File: src/rtl/wake_irq_pkg.sv
package wake_irq_pkg;

  localparam int unsigned SEL_W         = 4;
  localparam int unsigned LINES_PER_CFG = 16;
  localparam int unsigned REG_ADDR_W    = 2;
  localparam int unsigned DATA_W        = 32;

  localparam logic [REG_ADDR_W-1:0] ADDR_MASK = 2'd2;
  localparam logic [REG_ADDR_W-1:0] ADDR_PEND = 2'd3;

  typedef enum logic [SEL_W-1:0] {
    TRIG_LVL_LO = 4'd0,
    TRIG_LVL_HI = 4'd1,
    TRIG_FALL   = 4'd2,
    TRIG_RISE   = 4'd4,
    TRIG_BOTH   = 4'd6
  } trig_e;

  // Parent index of a line: first parent spans four lines, the rest eight.
  function automatic int unsigned parent_of(int unsigned line);
    return (line < 4) ? 0 : ((line - 4) / 8) + 1;
  endfunction

  function automatic logic code_ok(logic [SEL_W-1:0] code);
    case (code)
      TRIG_LVL_LO, TRIG_LVL_HI, TRIG_FALL, TRIG_RISE, TRIG_BOTH: return 1'b1;
      default: return 1'b0;
    endcase
  endfunction

endpackage

File: src/rtl/wake_sync.sv
module wake_sync #(
  parameter int unsigned WIDTH  = 28,
  parameter int unsigned STAGES = 2
) (
  input  logic             clk,
  input  logic             rst_n,
  input  logic [WIDTH-1:0] din,
  output logic [WIDTH-1:0] dout
);

  logic [WIDTH-1:0] chain_q [STAGES];
  logic [WIDTH-1:0] chain_d [STAGES];

  always_comb begin
    chain_d[0] = din;
    for (int s = 1; s < STAGES; s++) chain_d[s] = chain_q[s-1];
  end

  always_ff @(posedge clk or negedge rst_n) begin
    if (!rst_n) begin
      for (int s = 0; s < STAGES; s++) chain_q[s] <= '0;
    end else begin
      for (int s = 0; s < STAGES; s++) chain_q[s] <= chain_d[s];
    end
  end

  assign dout = chain_q[STAGES-1];

  // Cycles-since-reset tracker for the latency check.
  logic [STAGES-1:0] warm_q;
  always_ff @(posedge clk or negedge rst_n) begin
    if (!rst_n) warm_q <= '0;
    else        warm_q <= (warm_q << 1) | {{(STAGES-1){1'b0}}, 1'b1};
  end

  assert_sync_delay_R1: assert property (@(posedge clk) disable iff (!rst_n)
    warm_q[STAGES-1] |-> (dout == $past(din, STAGES)));

endmodule

File: src/rtl/wake_trig_detect.sv
module wake_trig_detect
  import wake_irq_pkg::*;
#(
  parameter int unsigned LINES = 28
) (
  input  logic                   clk,
  input  logic                   rst_n,
  input  logic [LINES-1:0]       sync_i,
  input  logic [LINES*SEL_W-1:0] sel_i,
  output logic [LINES-1:0]       hit_o
);

  logic [LINES-1:0] prev_q;
  logic [LINES-1:0] prev_d;

  assign prev_d = sync_i;

  always_ff @(posedge clk or negedge rst_n) begin
    if (!rst_n) prev_q <= '0;
    else        prev_q <= prev_d;
  end

  for (genvar i = 0; i < LINES; i++) begin : g_line
    logic [SEL_W-1:0] code;
    logic             now, was;
    assign code = sel_i[i*SEL_W +: SEL_W];
    assign now  = sync_i[i];
    assign was  = prev_q[i];

    always_comb begin
      case (code)
        TRIG_LVL_LO: hit_o[i] = ~now;
        TRIG_LVL_HI: hit_o[i] = now;
        TRIG_FALL:   hit_o[i] = was & ~now;
        TRIG_RISE:   hit_o[i] = ~was & now;
        TRIG_BOTH:   hit_o[i] = was ^ now;
        default:     hit_o[i] = 1'b0;
      endcase
    end
  end

endmodule

File: src/rtl/wake_irq_agg.sv
module wake_irq_agg
  import wake_irq_pkg::*;
#(
  parameter int unsigned LINES   = 28,
  parameter int unsigned PARENTS = 4
) (
  input  logic [LINES-1:0]   pend_i,
  input  logic [LINES-1:0]   mask_i,
  output logic [PARENTS-1:0] irq_o
);

  logic [LINES-1:0] live;
  assign live = pend_i & ~mask_i;

  always_comb begin
    irq_o = '0;
    for (int unsigned j = 0; j < LINES; j++) begin
      if (parent_of(j) < PARENTS) irq_o[parent_of(j)] = irq_o[parent_of(j)] | live[j];
    end
  end

endmodule

File: src/rtl/wake_irq_ctrl.sv
module wake_irq_ctrl
  import wake_irq_pkg::*;
#(
  parameter int unsigned LINES       = 28,
  parameter int unsigned PARENTS     = 4,
  parameter int unsigned SYNC_STAGES = 2
) (
  input  logic                  clk,
  input  logic                  rst_n,
  input  logic [LINES-1:0]      wake_i,
  input  logic                  wr_en,
  input  logic [REG_ADDR_W-1:0] wr_addr,
  input  logic [DATA_W-1:0]     wr_data,
  input  logic [REG_ADDR_W-1:0] rd_addr,
  output logic [DATA_W-1:0]     rd_data,
  output logic [PARENTS-1:0]    irq_o
);

  localparam int unsigned CFG_WORDS = (LINES + LINES_PER_CFG - 1) / LINES_PER_CFG;

  logic [DATA_W-1:0] cfg_q [CFG_WORDS];
  logic [DATA_W-1:0] cfg_d [CFG_WORDS];
  logic [LINES-1:0]  mask_q, mask_d;
  logic [LINES-1:0]  pend_q, pend_d;
  logic [LINES-1:0]  sync_vec, hit_vec, clr_vec;
  logic [LINES*SEL_W-1:0] sel_flat;
  logic              mask_we, pend_we;

  // Write decode
  assign mask_we = wr_en && (wr_addr == ADDR_MASK);
  assign pend_we = wr_en && (wr_addr == ADDR_PEND);
  assign clr_vec = pend_we ? wr_data[LINES-1:0] : '0;

  // Selector fan-out: a pair of lines shares one field
  for (genvar n = 0; n < LINES; n++) begin : g_sel
    localparam int unsigned WORD = n / LINES_PER_CFG;
    localparam int unsigned POS  = SEL_W * ((n % LINES_PER_CFG) / 2);
    assign sel_flat[n*SEL_W +: SEL_W] = cfg_q[WORD][POS +: SEL_W];
  end

  wake_sync #(.WIDTH(LINES), .STAGES(SYNC_STAGES)) u_sync (
    .clk  (clk),
    .rst_n(rst_n),
    .din  (wake_i),
    .dout (sync_vec)
  );

  wake_trig_detect #(.LINES(LINES)) u_detect (
    .clk   (clk),
    .rst_n (rst_n),
    .sync_i(sync_vec),
    .sel_i (sel_flat),
    .hit_o (hit_vec)
  );

  wake_irq_agg #(.LINES(LINES), .PARENTS(PARENTS)) u_agg (
    .pend_i(pend_q),
    .mask_i(mask_q),
    .irq_o (irq_o)
  );

  // Next state
  always_comb begin
    for (int unsigned w = 0; w < CFG_WORDS; w++) begin
      cfg_d[w] = (wr_en && (wr_addr == REG_ADDR_W'(w))) ? wr_data : cfg_q[w];
    end
    mask_d = mask_we ? wr_data[LINES-1:0] : mask_q;
    pend_d = (pend_q & ~clr_vec) | hit_vec;
  end

  // Registers
  always_ff @(posedge clk or negedge rst_n) begin
    if (!rst_n) begin
      for (int unsigned w = 0; w < CFG_WORDS; w++) cfg_q[w] <= '0;
      mask_q <= '1;
      pend_q <= '0;
    end else begin
      for (int unsigned w = 0; w < CFG_WORDS; w++) cfg_q[w] <= cfg_d[w];
      mask_q <= mask_d;
      pend_q <= pend_d;
    end
  end

  // Read mux
  always_comb begin
    rd_data = '0;
    if (rd_addr == ADDR_MASK)      rd_data[LINES-1:0] = mask_q;
    else if (rd_addr == ADDR_PEND) rd_data[LINES-1:0] = pend_q;
    else begin
      for (int unsigned w = 0; w < CFG_WORDS; w++) begin
        if (rd_addr == REG_ADDR_W'(w)) rd_data = cfg_q[w];
      end
    end
  end

  // A bit written as 1 ends up equal to the detector's verdict of that cycle.
  assert_w1c_R5: assert property (@(posedge clk) disable iff (!rst_n)
    pend_we |=> ((pend_q & $past(clr_vec)) == ($past(hit_vec) & $past(clr_vec))));

  // No pending bit falls unless a clearing write named it.
  assert_no_lost_pend_R5: assert property (@(posedge clk) disable iff (!rst_n)
    1'b1 |=> (($past(pend_q) & ~$past(clr_vec) & ~pend_q) == '0));

  for (genvar n = 0; n < LINES; n++) begin : g_chk
    assert_legal_code_R3: assert property (@(posedge clk) disable iff (!rst_n)
      $rose(pend_q[n]) |-> $past(code_ok(sel_flat[n*SEL_W +: SEL_W])));
  end

endmodule

File: config.mk
export PLATFORM = sky130hd
export DESIGN_NAME = wake_irq_ctrl
export DESIGN_NICKNAME = d
export VERILOG_FILES = /design/src/rtl/wake_irq_pkg.sv /design/src/rtl/wake_sync.sv /design/src/rtl/wake_trig_detect.sv /design/src/rtl/wake_irq_agg.sv /design/src/rtl/wake_irq_ctrl.sv
export SDC_FILE = /design/constraint.sdc
export NUM_CORES = 1
export LEC_CHECK = 0
export ABC_AREA = 1
export BUFFER_PORTS_ARGS = -buffer_cell sky130_fd_sc_hd__buf_4
export CAP_MARGIN = 15
export CORE_MARGIN = 4
export CORE_UTILIZATION = 38
export CTS_BUF_LIST = sky130_fd_sc_hd__clkbuf_16
export DETAILED_ROUTE_END_ITERATION = 8
export PLACE_DENSITY = 0.66
export REMOVE_ABC_BUFFERS = 1
export SLEW_MARGIN = 20
export SYNTH_ARGS = -nofsm -noshare
export SYNTH_HDL_FRONTEND = slang
export SYNTH_HIERARCHICAL = 1
export SYNTH_SLANG_ARGS = --single-unit
File: constraint.sdc
create_clock -name clk -period 1.7 [get_ports clk]
set_clock_uncertainty 0.1 [all_clocks]
set_input_delay 0.085 -clock clk [delete_from_list [all_inputs] [get_ports clk]]
set_output_delay 0.085 -clock clk [all_outputs]
set_load 0.02 [all_outputs]
**Yosys cells after proc, flatten, opt, wreduce, memory -nomap -nowiden**

Index checks and enable logic that the tools add are counted.

- Bits in registers: 204
- Input bits: 67
- Output and inout bits: 36
- Logic and storage cells: 293

- Equality and inequality tests: 62
- Multiplexer cells: 35
- Bitwise logic cells: 169
- Reductions and logical operators: 20

Operators by type and width:

| cell | count |
|---|---|
| case mux 1 bit (5 select lines) | 28 |
| equality test 4 x 3 -> 1 bit, second input constant | 28 |
| two-way mux 28 bit | 3 |
| two-way mux 32 bit | 2 |
| AND 1 bit | 56 |
| AND 28 bit | 2 |
| equality test 4 x 1 -> 1 bit, second input constant | 14 |
| equality test 4 x 2 -> 1 bit, second input constant | 14 |
| logical NOT 4 bit | 14 |
| inverter 1 bit | 56 |
| inverter 28 bit | 2 |
| bitwise OR 28 bit | 1 |
| XOR 1 bit | 28 |
| bitwise OR 1 bit | 24 |
| equality test 2 bit, second input constant | 4 |
| two-way mux 4 bit | 2 |
| equality test 2 x 1 -> 1 bit, second input constant | 2 |
| logical AND 1 bit | 4 |
| logical NOT 2 bit | 2 |

**Depth between registers and ports, before layout**

Gate-level depths: netlist (run 1).

- Depth in word-level cells: 9
- Gate-level depth with buffers: 10
- Gate-level depth less buffers: 10

**Hierarchy**

Netlist (run 1), hierarchy kept.

By module, submodules not included:

| module | instances | cells an instance | area each (µm²) | sequential area each (µm²) |
|---|---|---|---|---|
| wake_irq_ctrl | 1 | 622 | 5,317.6 | 3,037.9 |
| wake_trig_detect | 1 | 588 | 3,468.3 | 700.7 |
| wake_sync | 1 | 56 | 1,401.3 | 1,401.3 |
| wake_irq_agg | 1 | 78 | 295.3 | 0.0 |

**Worst setup path before layout (run 1)**

Ideal clock, no wire load.

- Path type: reg2reg
- Start point: register u_sync.chain_q, in the netlist u_sync/dout[16]
- End point: register pend_q[16]
- Setup time: 123 ps
- Arrival: 1,026 ps
- Data required time: 1,477 ps
- Slack: 451 ps
- Cell stages (with the launch flop): 10
- Buffers on the path: 0
- Clock period less this slack: 1,249 ps
- Cell sequence: dfrtp_1 -> inv_1 -> ha_1 -> nand2_1 -> nand3_1 -> nand3_1 -> nand2_1 -> inv_1 -> inv_1 -> nand2_1

- Word-level cells in the longest chain between the ends: 4
- Elaborated cells on any way between the ends: 6
- Classes of those cells: 1 x mux; 5 x bitwise

RTL lines:

| what | line | source |
|---|---|---|
| from (decl) | wake_sync.sv:11 | `logic [WIDTH-1:0] chain_q [STAGES];` |
| inverter 1 bit | wake_trig_detect.sv:32, wake_trig_detect.sv:34 |  |
| AND 1 bit | wake_trig_detect.sv:34 | `TRIG_FALL: hit_o[i] = was & ~now;` |
| case mux 1 bit (5 select lines) (*) | wake_trig_detect.sv:31 | `case (code)` |
| via hit_vec[16] | wake_irq_ctrl.sv:25 | `logic [LINES-1:0] sync_vec, hit_vec, clr_vec;` |
| bitwise OR 28 bit (*) | wake_irq_ctrl.sv:68 | `pend_d = (pend_q & ~clr_vec) \| hit_vec;` |
| via pend_d[16] | wake_irq_ctrl.sv:24 | `logic [LINES-1:0] pend_q, pend_d;` |
| to (signal assigned) | wake_irq_ctrl.sv:80 | `pend_q <= pend_d;` |
| to (decl) | wake_irq_ctrl.sv:24 |  |

The timed path passes the listed nets; every way through them passes the cells marked *.
A chain may end at the register's enable or synchronous reset.

**Final worst setup path (run 1)**

- Start point: register mask_q[27]
- End point: output irq_o[3]

- Word-level cells in the longest chain between the ends: 3

RTL lines:

| what | line | source |
|---|---|---|
| from (decl) | wake_irq_ctrl.sv:23 | `logic [LINES-1:0] mask_q, mask_d;` |
| from (signal assigned) | wake_irq_ctrl.sv:79 | `mask_q <= mask_d;` |
| inverter 28 bit | wake_irq_agg.sv:13 | `assign live = pend_i & ~mask_i;` |
| AND 28 bit | wake_irq_agg.sv:13 |  |
| bitwise OR 1 bit | wake_irq_agg.sv:18 | `if (parent_of(j) < PARENTS) irq_o[parent_of(j)] = irq_o[parent_of(j)] \| live[j];` |
| to (decl) | wake_irq_ctrl.sv:16 | `output logic [PARENTS-1:0] irq_o` |

No other way between the ends.

==> run_results.csv, run 1 <==
group,metric,value,unit
placement,detailed_place_hpwl,18400,um
setup_path,worst-path-max-fanout,3,
global_route,global_route.usage.total,0.176,
finish,final_nets,1650,
setup_path,critical_path_buf_inv_count,2,
outcome,outcome,"finished with violations",
logic_synthesis,synthesis.area_per_instance,7.80,um^2
logic_synthesis,yosysWarnings,6,
pwr,power_per_cell_area,1030,nW/um^2
timing,finalSetupViolations,3,
logic_synthesis,post-synth-top-count-cell,"nand2_1",
finish,areaGrowthSynthToFinish,27.0,%
setup_path,reg2reg_from,"u_sync/dout[9]",
route,route.final.wire_length,26700,um
setup_path,cp_num_cells,6,
global_route,grt_pass1_vias,9032,
logic_synthesis,post_synth_top_cells,"nand2_1, inv_1, nand3_1",
setup_path,worst_ep_arrival_time,1.56,ns
floorplanning,rows,60,
timing,fmax,0.574,GHz
setup_path,largest_incremental_delay_on_the_critical_path,0.55,ns
clock_network,cell_at_the_root_of_the_clock_tree,"clkbuf_16",
clock_network,h-tree-depth,1,
logic_synthesis,synth_area_leaders,"dfrtp_1, nand2_1, inv_1, nand3_1, dfstp_2",
timing,drv_slew,0,
logic_synthesis,dominantRegCellSynth,"dfrtp_1",
setup_path,reg_to_reg_slack_setup,0.28,ns
timing,timing.max_slew.rel_slack,0.695,
route,drt_pre_antenna_iters,5,
timing,min_period,1.74,ns
setup_path,timing.setup.critical_path_class,"flop to primary output",
min_path,hold_path.class,"input pin to flop",
logic_synthesis,post_synth_num_cell_types,19,
finish,antennaDiodeCount,0,
pwr,p_leak,6.98,nW
clock_network,cts.clk_slew.worst_paths,0.06,ns
setup_path,path_cells,"inv_2 -> nand2_2 -> nand2_1 -> nor2_1 -> nand2_1 -> buf_6",
clock_network,clockBufferDepth,3,
setup_path,depth_of_the_most_critical_reg_to_reg_path,9,
placement,preCtsSetupSlack,0.289,ns
logic_synthesis,synth_async_sr_flop_share,1.00,
route,drtIter0Drc,539,
route,vias,9087,
floorplanning,die_area,30300,um^2
setup_path,crit_family,"flip-flops",
route,antenna_left,0,
timing,final_critical_path_setup_slack,-0.0421,ns
timing,rsz0062_at_grt,"yes",
finish,fillers,2552,
pwr,irDropWorstVdd,0.631,mV
logic_synthesis,share_of_synthesized_area_occupied_by_flip_flops_and_latches,0.490,
timing,hold_violations,0,
clock_network,cts-buffers-inserted,24,
global_route,grt_antenna_before_repair,0,
placement,gp_routability_congestion,0.831,
floorplanning,die_x,174,um
route,remaining_drc_errors,0,
route,routed_wire_length_per_instance,14.1,um
floorplanning,num_io_pins,103,
setup_path,critPathCapture,"irq_o[3]",
clock_network,numClockSinks,204,
placement,placement.io_buffers,102,
timing,post-route-period-util,1.02,
setup_path,start_kind,"flop",
setup_path,timing.critical_path.slowest_stage_cell,"dfstp_2",
global_route,wire_length_of_the_first_global_routing_pass,44700,um
timing,worst-slew-pin-transition,0.457,ns
setup_path,reg2reg_to,"pend_q[9]",
setup_path,critPathLaunch,"mask_q[27]",
job,max_cap_violation_count,0,
finish,final-seq-area,5140,um^2
finish,drive_gt1_frac,0.168,
floorplanning,start_util,0.388,
logic_synthesis,synth.ff_latch_count,204,
global_route,grt_max_degree,65,
logic_synthesis,synthCells,1344,
outcome,violations,"setup timing",
global_route,grt.overflow.total,0,
logic_synthesis,synth_largest_type_area_fraction,0.420,
setup_path,critical_path_required,1.51,ns
finish,multi_input_area,4050,um^2
timing,fin_worst_hold_slack,0.0116,ns
route,avgViaCountPerCell,4.82,
setup_path,worst_setup_path_end_kind,"primary output",
floorplanning,die_y,174,um
floorplanning,core-area,27000,um^2
clock_network,worst_skew_pair.late_latency,0.51,ns
logic_synthesis,synth_enable_flop_cells,0,
logic_synthesis,cell_area_after_technology_mapping,10500,um^2
logic_synthesis,cell_accounting_for_the_most_synthesized_area,"dfrtp_1",
clock_network,cts_tree,"done",
setup_path,critical_path.most_common_cell,"nand2_1",
## layout make-up
cell class | count | area share
Inverter | 316 | 0.0891
Timing Repair Buffer | 198 | 0.136
Tap cell | 341 | 0.0320
Multi-Input combinational cell | 783 | 0.304
Clock buffer | 25 | 0.0470
Sequential cell | 204 | 0.386
Clock inverter | 19 | 0.00554
## routing by layer
layer  vias to the layer above  routed length [um]  track usage
li1                       4538                   -            -
met1                      4291               11700        0.234
met2                       217               13000        0.304
met3                        41                1320       0.0235
met4                         0                 588       0.0501
met5                         -                   0            0
## power breakdown
part	switching [mW]	internal [mW]	total (mW)
Combinational	1.70	1.28	2.97
Clock	1.95	2.62	4.57
Sequential	0.670	5.50	6.17
## placed cells by master, fill, tap and decap left out, types with 28 or more instances in the layout
cell / synthesis / layout
dfstp_2: 28 / 28
ha_1: 56 / 56
inv_1: 287 / 291
nand2_1: 339 / 323
dlygate4sd3_1: 0 / 63
inv_2: 29 / 36
nand4_1: 29 / 29
a21oi_1: 28 / 28
o21ai_0: 107 / 107
dfrtp_1: 176 / 172
buf_4: 0 / 114
nand3_1: 200 / 195
## worst reg2reg max path, cell delays in order (launching register included)
cell,delay (ns)
dfrtp_1,0.41
inv_1,0.06
ha_1,0.27
nand2_1,0.05
nand3_1,0.09
nand3_1,0.08
nand2_1,0.06
inv_1,0.04
inv_1,0.07
nand2_1,0.06
## cell families after synthesis
| family | count (synthesis) | share of synthesized area |
|---|---|---|
| and+or+nand+nor | 579 | 0.241 |
| buffers and inverters | 357 | 0.131 |
| DFF | 204 | 0.490 |
| AOI/OAI and AO/OA | 148 | 0.0707 |
| adders and majority gates | 56 | 0.0668 |
## through the flow
stage | power [mW] | instances | instance area (um^2) | setup TNS [ns] | utilization
floorplan | 7.79 | 1303 | 10300 | 0 | -
global placement | 8.85 | 1769 | 11800 | 0 | 0.436
detailed placement | 8.95 | 1769 | 11800 | 0 | 0.436
CTS | 13.8 | 1882 | 13200 | -0.165 | 0.488
global route | 14.6 | 1886 | 13300 | -0.405 | 0.493
finish | 13.7 | 1886 | 13300 | -0.117 | 0.493
## flip-flops by register name, indices dropped and copies added (netlist names)
| register | count |
|---|---|
| cfg_q | 64 |
| mask_q | 28 |
| u_sync/chain_d | 28 |
| u_sync/dout | 28 |
| u_detect/prev_q | 28 |
| pend_q | 28 |
## how the worst min path moves through the flow
stage / end / depth (start not counted) / from / slack (ns)
floorplan: cfg_q[0] / 0 / rst_n / -0.31
global placement: u_detect/prev_q[0] / 1 / rst_n / -0.09
detailed placement: u_detect/prev_q[0] / 1 / rst_n / -0.09
CTS: mask_q[19] / 3 / wr_addr[1] / 0.003
global route: mask_q[19] / 3 / wr_addr[1] / 0.05
finish: mask_q[19] / 3 / wr_addr[1] / 0.01
## what timing repair did
item,in CTS,in global routing
resized for setup,13,34
endpoints found under the setup margin,4,13
hold buffers,64,0
pin swaps,13,17
endpoints found under the hold margin,335,0
setup buffers,5,4
Note: power is estimated with default switching activity, not from simulation.
==> run 2, diff against run 1 <==
- CTS_BUF_LIST: sky130_fd_sc_hd__clkbuf_16 -> sky130_fd_sc_hd__clkbuf_2
==> run_results.csv, run 2 (synthesis gave the netlist of run 1 again) <==
group,metric,value,unit
outcome,outcome,"finished with violations",
outcome,violations,"setup timing",
timing,hold_violations,0,
finish,mostFrequentLayoutCell,"nand2_1",
timing,post-route-period-util,1.24,
clock_network,cts.clk_slew.worst_paths,0.11,ns
finish,largest-register,"cfg_q",
route,routed_wire_length_per_instance,14.0,um
finish,areaGrowthSynthToFinish,35.5,%
setup_path,worst-path-max-fanout,2,
route,drt_pre_antenna_iters,7,
clock_network,worst_skew_pair.late_latency,0.84,ns
clock_network,clockBufferDepth,3,
placement,gp_routability_congestion,0.831,
timing,drv_slew,0,
clock_network,cts_tree,"done",
global_route,grt_antenna_before_repair,1,
finish,final_nets,1773,
setup_path,crit_family,"flip-flops",
global_route,global_route.usage.total,0.187,
setup_path,critical_path.most_common_cell,"nand2_2",
finish,drive_gt1_frac,0.229,
finish,final-seq-area,5160,um^2
route,antenna_left,0,
min_path,hold_path.class,"input pin to flop",
pwr,irDropWorstVdd,0.452,mV
finish,largest_register_ff_count,64,
global_route,grt_max_degree,65,
global_route,wire_length_of_the_first_global_routing_pass,47300,um
timing,finalSetupViolations,33,
finish,final_cell_mix,"nand2_1, inv_1, nand3_1",
timing,worst-slew-pin-transition,0.661,ns
setup_path,worst_setup_path_end_kind,"primary output",
setup_path,path_cells,"inv_2 -> nand2_2 -> nand2_2 -> nor2_4 -> nand2_2 -> buf_6",
floorplanning,start_util,0.388,
floorplanning,die_y,174,um
timing,fmax,0.473,GHz
timing,min_period,2.12,ns
setup_path,largest_incremental_delay_on_the_critical_path,0.56,ns
finish,fillers,2471,
setup_path,critical_path_buf_inv_count,2,
pwr,p_leak,7.45,nW
floorplanning,core-area,27000,um^2
setup_path,start_kind,"flop",
clock_network,cts-buffers-inserted,55,
pwr,fin_total_pwr,13.2,mW
setup_path,critical_path_required,1.51,ns
route,drtIter0Drc,521,
setup_path,worst_ep_arrival_time,1.93,ns
route,avgViaCountPerCell,4.79,
placement,detailed_place_hpwl,18400,um
global_route,grt.overflow.total,0,
route,remaining_drc_errors,0,
timing,timing.max_slew.rel_slack,0.558,
floorplanning,die_area,30300,um^2
global_route,grt_pass1_vias,9854,
clock_network,h-tree-depth,2,
setup_path,timing.setup.critical_path_class,"flop to primary output",
timing,rsz0062_at_grt,"yes",
clock_network,numClockSinks,204,
pwr,power_per_cell_area,928,nW/um^2
timing,final_critical_path_setup_slack,-0.416,ns
job,max_cap_violation_count,0,
timing,fin_worst_hold_slack,0.0709,ns
clock_network,cell_at_the_root_of_the_clock_tree,"clkbuf_2",
route,vias,9748,
finish,multi_input_area,4160,um^2
placement,placement.io_buffers,102,
timing,setup_total_negative_slack,-7.87,ns
floorplanning,num_io_pins,103,
floorplanning,die_x,174,um
route,route.final.wire_length,28400,um
floorplanning,rows,60,
setup_path,timing.critical_path.slowest_stage_cell,"dfstp_2",
[run 2: cell type report]
cell class | count | area share
flip-flops and latches | 204 | 0.363
multi-input cells | 783 | 0.293
clock buffers | 92 | 0.0324
diodes | 1 | 0.000176
repair buffers | 290 | 0.194
well taps | 341 | 0.0300
clock inverters | 9 | 0.00423
inverters | 316 | 0.0835
[run 2: worst register-to-register path, cell delays in order, from the launching register on]
cell           delay [ns]
dfrtp_2              0.43
buf_4                0.17
nand2_1              0.06
o21ai_0              0.06
dlygate4sd3_1        0.58
[run 2: timing repair]
| action | CTS | global route |
|---|---|---|
| setup endpoints to repair | 36 | 59 |
| hold buffers | 126 | 0 |
| pin swaps | 40 | 9 |
| endpoints found under the hold margin | 352 | 0 |
| resized for setup | 64 | 38 |
| setup buffers | 28 | 12 |
[run 2: where the power goes]
group          switching (mW)  internal, mW  leakage [nW]
clock network            2.07          1.55         0.411
registers               0.606          5.50          2.32
logic                    1.88          1.57          4.72
total                    4.55          8.63          7.45
[run 2: worst paths after layout]
path                                     from            endpoint  slack [ns]  depth (start not counted)
min in group asynchronous               rst_n  u_detect/prev_q[0]        0.16                          4
min reg2reg                u_sync/chain_d[15]     u_sync/dout[15]        0.23                          0
max                                 mask_q[9]            irq_o[1]       -0.42                          6
min                               wr_data[17]           cfg_q[49]        0.07                          4
max reg2reg                         cfg_q[34]           cfg_q[34]        0.18                          4
max in group asynchronous               rst_n          mask_q[22]        0.63                          5
[run 2: metal layers]
metal,global-route usage,vias to the layer above,part of all wire
met5,0,-,0
met4,0.0690,0,0.028
met3,0.0370,66,0.057
met2,0.322,283,0.49
met1,0.235,4581,0.42
li1,-,4818,-
[run 2: per-stage QoR]
step,std cells,instance area [um^2],utilization,setup slack [ns]
3_5_place_dp,1769,11800,0.436,0.289
4_1_cts,2024,14000,0.518,-0.476
5_1_grt,2036,14200,0.525,-0.553
3_3_place_gp,1769,11800,0.436,0.304
6_report,2036,14200,0.525,-0.416
2_1_floorplan,1303,10300,-,0.440
